===== config.mk =====
export PLATFORM = sky130hd
export DESIGN_NAME = i2s_stream_tx
export DESIGN_NICKNAME = d
export VERILOG_FILES = /design/src/rtl/i2s_tx_pkg.sv /design/src/rtl/i2s_tx_ctrl.sv /design/src/rtl/i2s_tx_datapath.sv /design/src/rtl/i2s_stream_tx.sv
export SDC_FILE = /design/constraint.sdc
export NUM_CORES = 1
export LEC_CHECK = 0
export BUFFER_PORTS_ARGS = -buffer_cell sky130_fd_sc_hd__clkbuf_2
export CORE_ASPECT_RATIO = 1.25
export CORE_UTILIZATION = 30
export DETAILED_ROUTE_END_ITERATION = 10
export HOLD_SLACK_MARGIN = 0.05
export PLACE_DENSITY_LB_ADDON = 0.3
export SYNTH_ARGS = -nofsm -noshare
export SYNTH_HDL_FRONTEND = slang
export SYNTH_HIERARCHICAL = 1
export SYNTH_SLANG_ARGS = --single-unit

===== constraint.sdc =====
create_clock -name mclk -period 4.7 [get_ports mclk]
set_clock_uncertainty 0.1 [all_clocks]
set_input_delay 0.47 -clock mclk [delete_from_list [all_inputs] [get_ports mclk]]
set_output_delay 0.47 -clock mclk [all_outputs]
set_load 0.05 [all_outputs]

===== src/rtl/i2s_tx_pkg.sv =====
package i2s_tx_pkg;

  // Strobes sent from the timing control to the sample datapath
  typedef struct packed {
    logic       load;      // word present at fetch instant
    logic       underrun;  // fetch instant with nothing available
    logic       bitStep;   // last mclk of a bit slot
    logic       nextRight; // channel of the coming slot
    logic [7:0] nextSlot;  // index of the coming slot within its half
  } ctrlStrobes_t;

endpackage


===== src/rtl/i2s_tx_ctrl.sv =====
module i2s_tx_ctrl
  import i2s_tx_pkg::*;
#(
  parameter int MCLK_PER_BIT   = 4,
  parameter int SLOTS_PER_HALF = 32,
  parameter int FETCH_LEAD     = 8,
  parameter int METER_W        = 8
) (
  input  logic               mclk,
  input  logic               rst,
  input  logic               streamValid,
  output logic               streamRead,
  output logic               bitClk,
  output logic               wordClk,
  output ctrlStrobes_t       strobes,
  output logic [METER_W-1:0] missLevel
);

  localparam int DIV_W     = $clog2(MCLK_PER_BIT);
  localparam int SLOT_W    = $clog2(SLOTS_PER_HALF);
  localparam int CNT_W     = DIV_W + SLOT_W + 1;
  localparam int FRAME_LEN = 1 << CNT_W;
  localparam int FETCH_AT  = FRAME_LEN - FETCH_LEAD;

  logic [CNT_W-1:0] phase;
  logic [CNT_W-1:0] phaseNext;
  logic             fetchNow;

  assign phaseNext = phase + 1'b1;

  always_ff @(posedge mclk) begin
    if (rst) phase <= '0;
    else     phase <= phaseNext;
  end

  assign bitClk  = phase[DIV_W-1];
  assign wordClk = phase[CNT_W-1];

  assign fetchNow = !rst && (phase == CNT_W'(FETCH_AT));

  always_comb begin
    strobes           = '0;
    strobes.load      = fetchNow && streamValid;
    strobes.underrun  = fetchNow && !streamValid;
    strobes.bitStep   = &phase[DIV_W-1:0];
    strobes.nextRight = phaseNext[CNT_W-1];
    strobes.nextSlot  = 8'(phaseNext[CNT_W-2:DIV_W]);
  end

  assign streamRead = strobes.load;

  // Thermometer deadline meter
  always_ff @(posedge mclk) begin
    if (rst)                   missLevel <= '0;
    else if (strobes.load)     missLevel <= missLevel >> 1;
    else if (strobes.underrun) missLevel <= {missLevel[METER_W-2:0], 1'b1};
  end

  assert_word_edge_R3: assert property (@(posedge mclk) disable iff (rst)
    !$stable(wordClk) |-> $fell(bitClk));

  assert_single_read_R4: assert property (@(posedge mclk) disable iff (rst)
    streamRead |=> !streamRead);

  assert_meter_thermo_R8: assert property (@(posedge mclk) disable iff (rst)
    (missLevel & (missLevel + 1'b1)) == '0);

  assert_meter_rise_R8: assert property (@(posedge mclk) disable iff (rst)
    (strobes.underrun && !(&missLevel)) |=>
      $countones(missLevel) == $countones($past(missLevel)) + 1);

endmodule


===== src/rtl/i2s_tx_datapath.sv =====
module i2s_tx_datapath
  import i2s_tx_pkg::*;
#(
  parameter int SAMPLE_W   = 16,
  parameter int SWAP_BYTES = 1
) (
  input  logic                  mclk,
  input  logic                  rst,
  input  logic [2*SAMPLE_W-1:0] streamData,
  input  ctrlStrobes_t          strobes,
  input  logic                  bitClk,
  output logic                  serialData
);

  localparam int BYTES = SAMPLE_W / 8;
  localparam int IDX_W = $clog2(SAMPLE_W);
  localparam logic [SAMPLE_W-1:0] FULL_SCALE = {1'b0, {(SAMPLE_W-1){1'b1}}};

  logic [SAMPLE_W-1:0] inLeft, inRight, swLeft, swRight;
  logic [SAMPLE_W-1:0] leftQ, rightQ, curSample;
  logic                bitPick;
  int                  slotNum;

  assign inLeft  = streamData[2*SAMPLE_W-1:SAMPLE_W];
  assign inRight = streamData[SAMPLE_W-1:0];

  generate
    if (SWAP_BYTES != 0) begin : g_swap
      for (genvar b = 0; b < BYTES; b++) begin : g_byte
        assign swLeft[8*b +: 8]  = inLeft[8*(BYTES-1-b) +: 8];
        assign swRight[8*b +: 8] = inRight[8*(BYTES-1-b) +: 8];
      end
    end else begin : g_pass
      assign swLeft  = inLeft;
      assign swRight = inRight;
    end
  endgenerate

  always_ff @(posedge mclk) begin
    if (rst) begin
      leftQ  <= '0;
      rightQ <= '0;
    end else if (strobes.load) begin
      leftQ  <= swLeft;
      rightQ <= swRight;
    end else if (strobes.underrun) begin
      leftQ  <= FULL_SCALE;
      rightQ <= '0;
    end
  end

  assign curSample = strobes.nextRight ? rightQ : leftQ;
  assign slotNum   = int'(strobes.nextSlot);

  always_comb begin
    bitPick = 1'b0;
    if (slotNum >= 1 && slotNum <= SAMPLE_W)
      bitPick = curSample[IDX_W'(SAMPLE_W - slotNum)];
  end

  always_ff @(posedge mclk) begin
    if (rst)                  serialData <= 1'b0;
    else if (strobes.bitStep) serialData <= bitPick;
  end

  assert_data_edge_R5: assert property (@(posedge mclk) disable iff (rst)
    !$stable(serialData) |-> $fell(bitClk));

  assert_fetch_excl_R4: assert property (@(posedge mclk) disable iff (rst)
    !(strobes.load && strobes.underrun));

endmodule


===== src/rtl/i2s_stream_tx.sv =====
module i2s_stream_tx
  import i2s_tx_pkg::*;
#(
  parameter int SAMPLE_W       = 16,
  parameter int MCLK_PER_BIT   = 4,
  parameter int SLOTS_PER_HALF = 32,
  parameter int FETCH_LEAD     = 8,
  parameter int SWAP_BYTES     = 1,
  parameter int METER_W        = 8
) (
  input  logic                  mclk,
  input  logic                  rst,
  input  logic [2*SAMPLE_W-1:0] streamData,
  input  logic                  streamValid,
  output logic                  streamRead,
  output logic                  bitClk,
  output logic                  wordClk,
  output logic                  serialData,
  output logic [METER_W-1:0]    missLevel
);

  ctrlStrobes_t strobes;

  i2s_tx_ctrl #(
    .MCLK_PER_BIT  (MCLK_PER_BIT),
    .SLOTS_PER_HALF(SLOTS_PER_HALF),
    .FETCH_LEAD    (FETCH_LEAD),
    .METER_W       (METER_W)
  ) u_ctrl (
    .mclk       (mclk),
    .rst        (rst),
    .streamValid(streamValid),
    .streamRead (streamRead),
    .bitClk     (bitClk),
    .wordClk    (wordClk),
    .strobes    (strobes),
    .missLevel  (missLevel)
  );

  i2s_tx_datapath #(
    .SAMPLE_W  (SAMPLE_W),
    .SWAP_BYTES(SWAP_BYTES)
  ) u_dp (
    .mclk      (mclk),
    .rst       (rst),
    .streamData(streamData),
    .strobes   (strobes),
    .bitClk    (bitClk),
    .serialData(serialData)
  );

endmodule


# Yosys cells after proc, flatten, opt, wreduce, memory -nomap -nowiden
# Cells that the tools add are included.
# totals
wordCells	32
reg_bits	49
output_inout_bits	12
# classes
magnitude_cmp	3
reduce_logical	9
muxes	11
eq_ne	1
addsub	2
# op_table
op	count
16-bit two-way mux	5
7-bit two-way mux	2
8-bit by 1-bit adder with 8-bit output, second input constant	1
8-bit == test, second input constant	1
4-bit by 6-bit less-than comparator with 1-bit output, second input constant	1
5-bit by 1-bit >= comparator with 1-bit output, second input constant	1
5-bit <= comparator, second input constant	1
1-bit binary-select mux with 4-bit select	1
1-bit logical AND	4
1-bit by 4-bit subtractor with 4-bit output, first input constant	1
1-bit two-way mux	3
1-bit zero test	2
2-bit AND reduction	1
2-bit nonzero test	1
2-bit OR reduction	1

# Logic depth before layout (Yosys ltp)
# logic_depth
word_depth	6
depth_mapped	11
mapped_depth_nobuf	9

# By module
# The synthesis kept the hierarchy.
# by_module_without_submodules
module	cells_per_inst	area_per_inst_um2	seq_area_each_um2	instances
i2s_tx_datapath	190	1615.3	660.6	1
i2s_tx_ctrl	91	828.3	320.3	1

# Worst setup path after synthesis
# Ideal clock, no wire load.
# synth_timing
path_kind	flip-flop to flip-flop
from	register u_ctrl.phase[1]
to	register u_dp.serialData
path_buffers	2
stages_incl_launch_ff	12
synth_period_minus_slack_ns	2.896
setup_ns	0.118
arrival_time_ns	2.679
required_ns	4.482
path_slack_ns	1.804
cell_sequence	dfxtp_1 ha_1 xor2_1 buf_4 buf_6 inv_1 ha_1 mux4_2 mux2i_1 mux2i_1 mux2i_1 o21ai_1
# synth_lines
item	line_no	text
start: declaration	i2s_tx_ctrl.sv:25	logic [CNT_W-1:0] phase;
start signal: assignment	i2s_tx_ctrl.sv:33	else phase <= phaseNext;
end signal: assignment	i2s_tx_datapath.sv:63	else if (strobes.bitStep) serialData <= bitPick;
end: declaration	i2s_tx_datapath.sv:12	output logic serialData

==> results.py <==
metrics = {
    "global_route": {
        "track_usage_pct": 13.54,
        "grt_pass1_wl_um": 8749,
        "antenna_found_initial": 0,
        "grt_max_degree": 65,
        "overflow": 0,
        "first_global_vias": 1813,
    },
    "sta": {
        "relSlewSlack_pct": 44.64,
        "timing.final.crit_share_pct": 65.10,
        "rsz0062_at_grt": "false",
        "worst_pin_slew_ns": 0.8276,
        "hold_viol_final": 0,
        "setup_tns_ns": 0,
        "period_needed_ns": 3.060,
        "setup_viol": 0,
        "drv_slew": 0,
        "fmax_mhz": 326.8,
        "worst_hold_slack_ns": 0.2912,
    },
    "routing": {
        "drtPass1Iterations": 4,
        "drtIter0Drc": 64,
        "wl_per_cell_um": 13.15,
        "vias": 1966,
        "drt-total-wl_um": 5301,
        "post_drt_via_cell_ratio": 4.878,
        "drcViolationCount": 0,
        "postRouteAntennaNets": 0,
    },
    "place": {
        "dp_hpwl_um": 3633,
        "io_buffers": 46,
        "gp_congestion": 0.7196,
    },
    "yosys": {
        "synth_top_area_cell": "dfxtp_1",
        "syn_area_um2": 2444,
        "synth_area_per_cell_um2": 8.696,
        "syn_inst": 281,
        "synth_area_leaders": "dfxtp_1, nor2_1, a21oi_1",
        "yosys.area.top_type_share_pct": 40.14,
        "synth.distinct_cells": 33,
        "ys_ff_latch": 49,
        "ys_seq_area_share_pct": 40.14,
        "yosysWarnings": 6,
    },
    "clocking": {
        "cts_sinks": 49,
        "ctsHoldBuffers": 0,
        "clockBufferDepth": 2,
        "htreeDepth": 2,
        "cts_inserted_buffers": 5,
        "clkTransAtPathRegs_ns": 0.09,
        "cts_root_buffer": "clkbuf_8",
        "cts_setup_buffers": 0,
        "ctsResizeCount": 0,
        "cts_tree": "built",
        "clk_latency_ns": 0.30,
    },
    "floorplan": {
        "die_area_um2": 8513,
        "num_rows": 36,
        "start_util_pct": 31.18,
        "die_x_um": 82.73,
        "core-area_um2": 7838,
        "die_h_um": 102.9,
        "ios": 47,
    },
    "critical_path": {
        "start_kind": "register",
        "endpoint_kind": "register",
        "cp.required_ns": 4.80,
        "worstPathMaxFanout": 9,
        "reg2regPathDepth": 9,
        "cp.arrival_ns": 3.16,
        "critical_path_class": "register to register",
    },
    "power": {
        "power_uw": 767.2,
        "peakVddDrop_mv": 0.1173,
        "p_leak_nw": 1.131,
        "power.density_nw_per_um2": 278.3,
    },
    "run_status": {
        "status": "complete, no violations",
    },
    "hold_path": {
        "hold_path_depth": 3,
        "hp-class": "input pin to register",
    },
    "final_layout": {
        "mostFrequentLayoutCells": "nor2_1, dfxtp_1, clkbuf_2",
        "drive_gt1_share_pct": 20.45,
        "fillers": 869,
        "final_util_pct": 35.17,
        "antenna_cells": 0,
        "nets": 347,
        "final_common_cell": "nor2_1",
        "areaGrowthSynthToFinish_pct": 12.80,
    },
    "flow_run": {
        "maxCapViolations": 0,
    },
}
[sequential cells by signal, summed over array words and instances (netlist names)]
register	flops
u_dp/rightQ	16
u_ctrl/phase	8
u_ctrl/missLevel	8
u_dp/leftQ	16
u_dp/serialData	1
[critical path: stages (launching register included)]
cell and delay [ns]:
dfxtp_1 0.38, ha_1 0.25, xor2_1 0.68, inv_1 0.17
ha_1 0.43, mux4_2 0.51, mux2i_1 0.14, mux2i_1 0.08
mux2i_1 0.14, o21ai_1 0.07
[area by class of cell]
type | count | area (um2) | area share (%)
Tap cell | 95 | 118.9 | 4.312
Clock buffer | 5 | 68.82 | 2.497
Clock inverter | 2 | 35.03 | 1.271
Sequential cell | 49 | 980.9 | 35.59
Inverter | 5 | 18.77 | 0.6809
Multi-Input combinational cell | 198 | 1281 | 46.48
Timing Repair Buffer | 49 | 252.7 | 9.169
[cell usage after synthesis]
master     instances
buf_2              3
inv_1              5
o21ai_0            4
nor2_1            66
nand4bb_1          1
a311oi_2           1
nor4_1             1
nand2_1            6
mux4_2             4
xor2_1             2
nor3_1             2
o21ai_1            1
xnor2_1            3
ha_1               4
or3_1              3
and4bb_1           1
clkbuf_1           9
buf_6              2
mux2i_1           14
dfxtp_1           49
nor2b_1            4
buf_4             11
buf_1              6
nand3_1            3
a211oi_1           6
and4_1             1
conb_1             1
a21oi_1           43
nand4b_1           1
and3_1             1
nand4_1            1
nor3b_1           18
mux4_1             4
[metal layers]
metal,track usage (%),vias to the layer above,wire [um]
li1,-,1009,-
met1,17.11,910,2491
met2,22.64,41,2495
met3,3.540,6,260
met4,3.581,0,53
met5,0,-,0
[where the power goes]
group	internal [mW]	switching (mW)	leakage, nW	total, mW
clock	0.155	0.138	0.0540	0.293
sequential	0.417	0.00232	0.395	0.419
combinational	0.0253	0.0297	0.682	0.0550
[stage by stage]
| stage | cells | setup slack, ns | area [um2] |
|---|---|---|---|
| 2_1_floorplan | 283 | 1.804 | 2451 |
| 3_3_place_gp | 396 | 1.661 | 2653 |
| 3_5_place_dp | 396 | 1.606 | 2653 |
| 4_1_cts | 403 | 1.597 | 2756 |
| 5_1_grt | 403 | 1.302 | 2756 |
| 6_report | 403 | 1.640 | 2756 |
[final timing paths]
check / slack, ns / endpoint / from
worst max-delay path: 1.64 / u_dp/serialData / u_ctrl/phase[1]
worst min-delay path: 0.29 / u_dp/leftQ[12] / streamData[20]
worst max register to register: 1.64 / u_dp/serialData / u_ctrl/phase[1]
worst min register to register: 0.38 / u_dp/serialData / u_dp/serialData
[logic make-up after synthesis]
family                   after synthesis  synth area share (%)
multiplexers                          22                 13.72
AO/OA/AOI/OAI                         55                 12.29
flip-flops                            49                 40.14
other                                  1                0.1535
buffers and inverters                 36                 7.987
AND/OR/NAND/NOR                      109                 21.86
XOR/XNOR                               5                 1.792
adder cells (fa/ha/maj)                4                 2.048
Power figures use the tool's default switching activity.
